[src/rtl/rstsup_pkg.sv]
package rstsup_pkg;

    // Synchronised view of the asynchronous inputs
    typedef struct packed {
        logic sok;
        logic mr_hi;
        logic mr_lo_n;
        logic wd;
    } sup_in_t;

    // Inactive level of every input, used as synchroniser reset value
    localparam sup_in_t SUP_IN_IDLE = '{sok: 1'b0, mr_hi: 1'b0, mr_lo_n: 1'b1, wd: 1'b0};

endpackage

[src/rtl/rstsup_sync.sv]
module rstsup_sync
    import rstsup_pkg::*;
(
    input  logic    clk,
    input  logic    rst_n,
    input  sup_in_t d_i,
    output sup_in_t q_o
);

    typedef struct packed {
        sup_in_t st1;
        sup_in_t st2;
    } sync_t;

    sync_t s_d, s_q;

    always_comb begin
        s_d     = s_q;
        s_d.st1 = d_i;
        s_d.st2 = s_q.st1;
    end

    always_ff @(posedge clk or negedge rst_n) begin
        if (!rst_n) s_q <= '{st1: SUP_IN_IDLE, st2: SUP_IN_IDLE};
        else        s_q <= s_d;
    end

    assign q_o = s_q.st2;

endmodule

[src/rtl/rstsup_deglitch.sv]
module rstsup_deglitch #(
    parameter int   GLITCH_CYC = 4,
    parameter logic IDLE_LVL   = 1'b0
) (
    input  logic clk,
    input  logic rst_n,
    input  logic s_i,
    output logic filt_o
);

    localparam int CW = (GLITCH_CYC > 1) ? $clog2(GLITCH_CYC) : 1;
    localparam logic [CW-1:0] CNT_LAST = CW'(GLITCH_CYC - 1);

    typedef struct packed {
        logic          filt;
        logic [CW-1:0] cnt;
    } dg_t;

    dg_t g_d, g_q;

    always_comb begin
        g_d = g_q;
        if (s_i == g_q.filt) begin
            g_d.cnt = '0;
        end else if (g_q.cnt == CNT_LAST) begin
            g_d.filt = s_i;
            g_d.cnt  = '0;
        end else begin
            g_d.cnt = g_q.cnt + 1'b1;
        end
    end

    always_ff @(posedge clk or negedge rst_n) begin
        if (!rst_n) g_q <= '{filt: IDLE_LVL, cnt: '0};
        else        g_q <= g_d;
    end

    assign filt_o = g_q.filt;

    // The filtered level moves only after the full run of mismatching samples
    AST_FILT_HOLD: assert property (@(posedge clk) disable iff (!rst_n)
        (g_q.cnt != CNT_LAST) |=> $stable(g_q.filt));

endmodule

[src/rtl/rstsup_wdog.sv]
module rstsup_wdog #(
    parameter int WDOG_CYC = 100,
    parameter bit WDOG_EN  = 1'b1
) (
    input  logic clk,
    input  logic rst_n,
    input  logic line_i,
    input  logic hold_i,
    output logic to_o
);

    generate
        if (WDOG_EN) begin : g_wd
            localparam int CW = $clog2(WDOG_CYC + 1);
            localparam logic [CW-1:0] CNT_LAST = CW'(WDOG_CYC - 1);

            typedef struct packed {
                logic          prev;
                logic [CW-1:0] cnt;
            } wd_t;

            wd_t  w_d, w_q;
            logic line_edge;
            logic expire;

            always_comb begin
                w_d       = w_q;
                line_edge = line_i ^ w_q.prev;
                expire    = !hold_i && !line_edge && (w_q.cnt == CNT_LAST);
                w_d.prev  = line_i;
                if (hold_i || line_edge || expire) w_d.cnt = '0;
                else                               w_d.cnt = w_q.cnt + 1'b1;
            end

            always_ff @(posedge clk or negedge rst_n) begin
                if (!rst_n) w_q <= '{prev: 1'b0, cnt: '0};
                else        w_q <= w_d;
            end

            assign to_o = expire;

            AST_WD_FROZEN: assert property (@(posedge clk) disable iff (!rst_n)
                hold_i |=> (w_q.cnt == '0));
            AST_WD_KICK: assert property (@(posedge clk) disable iff (!rst_n)
                (line_i != w_q.prev) |=> (w_q.cnt == '0));
        end else begin : g_nowd
            logic unused_wd;
            assign unused_wd = ^{clk, rst_n, line_i, hold_i};
            assign to_o      = 1'b0;
        end
    endgenerate

endmodule

[src/rtl/rstsup_top.sv]
module rstsup_top
    import rstsup_pkg::*;
#(
    parameter int GLITCH_CYC = 4,
    parameter int POR_CYC    = 32,
    parameter int WDOG_CYC   = 100,
    parameter bit WDOG_EN    = 1'b1
) (
    input  logic clk,
    input  logic rst_n,
    input  logic supply_ok_i,
    input  logic mr_hi_i,
    input  logic mr_lo_n_i,
    input  logic wd_line_i,
    output logic rst_o,
    output logic rst_n_o,
    output logic rst_act_o
);

    localparam int CW = $clog2(POR_CYC + 1);
    localparam logic [CW-1:0] CNT_LAST = CW'(POR_CYC - 1);

    typedef struct packed {
        logic          hi_prev;
        logic          lo_prev;
        logic          rst;
        logic [CW-1:0] cnt;
    } sv_t;

    sup_in_t raw, syn;
    logic    hi_f, lo_f, wd_to, trig;
    sv_t     v_d, v_q;

    assign raw = '{sok: supply_ok_i, mr_hi: mr_hi_i, mr_lo_n: mr_lo_n_i, wd: wd_line_i};

    rstsup_sync u_sync (
        .clk   (clk),
        .rst_n (rst_n),
        .d_i   (raw),
        .q_o   (syn)
    );

    rstsup_deglitch #(.GLITCH_CYC(GLITCH_CYC), .IDLE_LVL(1'b0)) u_dg_hi (
        .clk    (clk),
        .rst_n  (rst_n),
        .s_i    (syn.mr_hi),
        .filt_o (hi_f)
    );

    rstsup_deglitch #(.GLITCH_CYC(GLITCH_CYC), .IDLE_LVL(1'b1)) u_dg_lo (
        .clk    (clk),
        .rst_n  (rst_n),
        .s_i    (syn.mr_lo_n),
        .filt_o (lo_f)
    );

    rstsup_wdog #(.WDOG_CYC(WDOG_CYC), .WDOG_EN(WDOG_EN)) u_wdog (
        .clk    (clk),
        .rst_n  (rst_n),
        .line_i (syn.wd),
        .hold_i (v_q.rst),
        .to_o   (wd_to)
    );

    always_comb begin
        v_d         = v_q;
        v_d.hi_prev = hi_f;
        v_d.lo_prev = lo_f;
        trig        = (hi_f && !v_q.hi_prev) || (!lo_f && v_q.lo_prev) || wd_to;
        if (!syn.sok || trig) begin
            v_d.rst = 1'b1;
            v_d.cnt = '0;
        end else if (v_q.rst) begin
            if (v_q.cnt == CNT_LAST) begin
                v_d.rst = 1'b0;
                v_d.cnt = '0;
            end else begin
                v_d.cnt = v_q.cnt + 1'b1;
            end
        end
    end

    always_ff @(posedge clk or negedge rst_n) begin
        if (!rst_n) v_q <= '{hi_prev: 1'b0, lo_prev: 1'b1, rst: 1'b1, cnt: '0};
        else        v_q <= v_d;
    end

    assign rst_o     = v_q.rst;
    assign rst_n_o   = ~v_q.rst;
    assign rst_act_o = v_q.rst;

    AST_SOK_LOW_HOLD: assert property (@(posedge clk) disable iff (!rst_n)
        !syn.sok |=> (v_q.rst && v_q.cnt == '0));
    AST_RELEASE_LEN: assert property (@(posedge clk) disable iff (!rst_n)
        $fell(v_q.rst) |-> ($past(v_q.cnt) == CNT_LAST));
    AST_RETRIGGER: assert property (@(posedge clk) disable iff (!rst_n)
        (trig && syn.sok) |=> (v_q.rst && v_q.cnt == '0));

endmodule

[config.mk]
export PLATFORM = sky130hd
export DESIGN_NAME = rstsup_top
export DESIGN_NICKNAME = d
export VERILOG_FILES = /design/src/rtl/rstsup_pkg.sv /design/src/rtl/rstsup_sync.sv /design/src/rtl/rstsup_deglitch.sv /design/src/rtl/rstsup_wdog.sv /design/src/rtl/rstsup_top.sv
export SDC_FILE = /design/constraint.sdc
export NUM_CORES = 1
export LEC_CHECK = 0
export BUFFER_PORTS_ARGS = -buffer_cell sky130_fd_sc_hd__buf_2
export CAP_MARGIN = 20
export CORE_MARGIN = 2
export CORE_UTILIZATION = 57
export DETAILED_ROUTE_END_ITERATION = 6
export PLACE_DENSITY = 0.76
export SLEW_MARGIN = 25
export SYNTH_ARGS = -nofsm -noshare
export SYNTH_HDL_FRONTEND = slang
export SYNTH_HIERARCHICAL = 1
export SYNTH_SLANG_ARGS = --single-unit
[constraint.sdc]
create_clock -name clk -period 2 [get_ports clk]
set_input_delay 0.6 -clock clk [delete_from_list [all_inputs] [get_ports clk]]
set_output_delay 0.6 -clock clk [all_outputs]
set_load 0.01 [all_outputs]
==> out/results.tsv <==
stage	metric	value	unit
run_status	status	complete, no violations	
finish	antenna_cells	0	
placed_design	dp_slack	0.318	ns
grt	grt_usage	18.7	%
timing	setup_slack	0.172	ns
worst_setup_path	worstSetupEndpointType	output pin	
cts	cts_max_path_buffers	2	
synthesis	yosysMostFrequentCell	dfrtp_1	
timing	clock_skew	0.00476	ns
die	core-area	2000	um^2
detailed_routing	drt_iter0_markers	9	
worst_setup_path	crit_type	reg -> out	
power_and_ir_drop	clockPowerShare	36.1	%
worst_setup_path	worst-r2r-cell-count	5	
timing	drv_slew	0	
synthesis	yosysTopAreaCell	dfrtp_1	
finish	area_growth	13.5	%
finish	instances_no_fill	138	
worst_setup_path	r2r_end	rst_act_o	
timing	min_period	1.83	ns
synthesis	yosys_warnings	6	
detailed_routing	viasPerCell	5.51	
synthesis	synth.avg_cell_area	13.0	um^2
synthesis	synth-seq-area-share	62.9	%
detailed_routing	drc_errors	0	
cts	clock_latency	0.32	ns
detailed_routing	ant_nets	0	
cts	path_clk_slew	0.09	ns
synthesis	synth_seq_cells	31	
grt	grt_overflow	0	
min_path	min_path_type	in -> async	
timing	setup_viol	0	
synthesis	syn-cell-area	1240	um^2
grt	grt_pass1_wl	3.35	mm
power_and_ir_drop	netSwitchingPower	387	uW
power_and_ir_drop	seqPwrFrac	50.2	%
finish	drive_gt1_share	26.1	%
cts	cts_hold_buffers	0	
worst_setup_path	crit_start	rst_act_o	
power_and_ir_drop	p_per_area	1160	nW/um^2
finish	final_nets	120	
synthesis	synth_flop_cell	dfrtp_1	
synthesis	synthTopCellsByCount	dfrtp_1 (26), nor2_1 (10), dfstp_2 (5), xor2_1 (5)	
die	die_h	50.7	um
power_and_ir_drop	leakagePower	0.000638	uW
die	die-area	2570	um^2
placed_design	place.gp.congestion	0.733	
worst_setup_path	cp_slowest_cell	dfstp_2	
timing	max_freq	547	MHz
synthesis	ys_types	30	
detailed_routing	vias	760	
timing	slew_headroom	55.8	%
detailed_routing	wl	1.93	mm
cts	numCtsBuffers	5	
worst_setup_path	crit_fanout	10	
timing	final.setup.tns	0	ns
cts	htree_levels	2	
die	row_count	16	
cts	post-cts-setup-buffers	0	
cts	cts_tree	yes	
detailed_routing	wl_per_cell	14.0	um
worst_setup_path	r2r_start	u_wdog/g_wd.w_q[0]	
synthesis	synth_edf_count	0	
power_and_ir_drop	p_comb_share	13.7	%
timing	rsz0062_at_grt	false	
worst_setup_path	crit_path_cell_trace	inv_1, buf_2	
worst_setup_path	start_kind	flip-flop	
grt	grt_pass1_vias	806	
timing	period_share	91.4	%
timing	tightest_slew	0.663	ns
synthesis	synth_area_leaders	dfrtp_1 (52%), dfstp_2 (11%), ha_1 (4.0%)	
synthesis	synth_top_area_share	52.3	%
worst_setup_path	r2r_slack	0.22	ns
finish	fill_cells	153	
die	io_pins	9	
synthesis	async_flop_share	100	%
power_and_ir_drop	swShare	23.7	%
job	drv_cap	0	
placed_design	dp.cells	130	
cts	cts_resized	0	
detailed_routing	first_pass_iters	4	
timing	hold_viol_final	0	
synthesis	synthCells	96	
power_and_ir_drop	internal_power	1250	uW
cts	cts_num_sinks	31	
worst_setup_path	cp_slowest_stage_delay	0.64	ns
power_and_ir_drop	power	1630	uW
die	dieWidth	50.7	um
placed_design	port_buffers	8	
placed_design	dp_hpwl	1.31	mm
power_and_ir_drop	irDropWorstVdd	1.12	mV
die	start_util	62.1	%
grt	grt_max_degree	32	
worst_setup_path	critPathRequiredTime	1.40	ns
synthesis	synth_nets	106	
finish	seq_area	782	um^2
cts	cts-root-buf	clkbuf_4	
worst_setup_path	critPathArrivalTime	1.23	ns
finish	multi_input_area	443	um^2
grt	antenna_found_initial	0	
## layout make-up
class                   count  share of cell area (%)
flip-flops and latches     31                    55.4
inverters                   3                   0.798
clock buffers               6                    2.93
clock inverters             2                    4.26
repair buffers              8                    2.84
multi-input cells          61                    31.4
well taps                  27                    2.39
## layout by cell type, fill, tap and decap left out, drive strengths merged
master / Yosys / routed
nand2: 4 / 4
a21o: 1 / 1
dfrtp: 26 / 26
nor2: 10 / 10
o21ai: 2 / 2
nor2b: 3 / 3
bufinv: 0 / 2
nor3: 2 / 2
or2: 1 / 1
a21oi: 5 / 5
nand3: 2 / 2
clkbuf: 0 / 6
mux2: 2 / 2
and3: 1 / 1
ha: 4 / 4
buf: 1 / 8
or3: 2 / 2
a31o: 1 / 1
inv: 3 / 3
nand4: 2 / 2
dfstp: 5 / 5
nand4b: 1 / 1
xnor2: 3 / 3
and4: 1 / 1
xor2: 5 / 5
a211o: 2 / 2
and4b: 1 / 1
nor4bb: 2 / 2
nand2b: 2 / 2
a211oi: 1 / 1
mux2i: 1 / 1
## flip-flops by register name, indices dropped and copies added, names as in the netlist
signal	count
u_wdog/g_wd.w_q	8
v_q	8
u_sync/q_o	4
u_sync/s_d	4
u_dg_hi/g_q	2
u_dg_lo/g_q	2
rst_act_o	1
u_dg_hi/filt_o	1
u_dg_lo/filt_o	1
## per-stage QoR
step	utilization, %	area (um^2)	hold WS [ns]
after floorplan	-	1240	0.304
after detailed placement	65.4	1310	0.341
final	70.5	1410	0.300
after global routing	70.5	1410	0.329
after CTS	70.5	1410	0.304
after global placement	65.4	1310	0.332
## layer usage
layer / routed length (um) / vias to the layer above / track usage, % / part of all wire (%)
met2: 1020 / 13 / 32.2 / 53
met3: 79 / 6 / 7.14 / 4.1
met1: 789 / 379 / 19.6 / 41
met5: 0 / - / 0 / 0
met4: 44 / 0 / 9.91 / 2.3
li1: - / 362 / - / -
## critical path, delay by kind of cell (launching register included)
family	cells	cell delay, ns
flops	1	0.64
buf+inv	2	0.27
## power groups by stage
stage                     clock [uW]  sequential, uW  combinational (uW)
after floorplan                    0             806                 172
after global placement             0             820                 206
after CTS                        609             822                 229
after global routing             637             831                 252
after detailed placement           0             832                 229
final                            590             820                 225
## how the worst max path moves through the flow
stage / end / cells past startpoint / slack, ns
floorplan: rst_act_o / 5 / 0.47
global placement: rst_act_o / 5 / 0.38
detailed placement: rst_act_o / 5 / 0.32
CTS: rst_n_o / 2 / 0.16
global route: v_q[2] / 5 / 0.06
finish: rst_n_o / 2 / 0.17
## cell families after synthesis
kind of cell | count (synthesis) | share of synthesized area, %
and+or+nand+nor | 34 | 16.4
DFF | 31 | 62.9
AOI/OAI and AO/OA | 12 | 6.94
xor gates and xnor gates | 8 | 5.63
buffers and inverters | 4 | 1.51
adders and majority gates | 4 | 4.02
muxes | 3 | 2.62
Note: power is estimated with default switching activity, not from simulation.
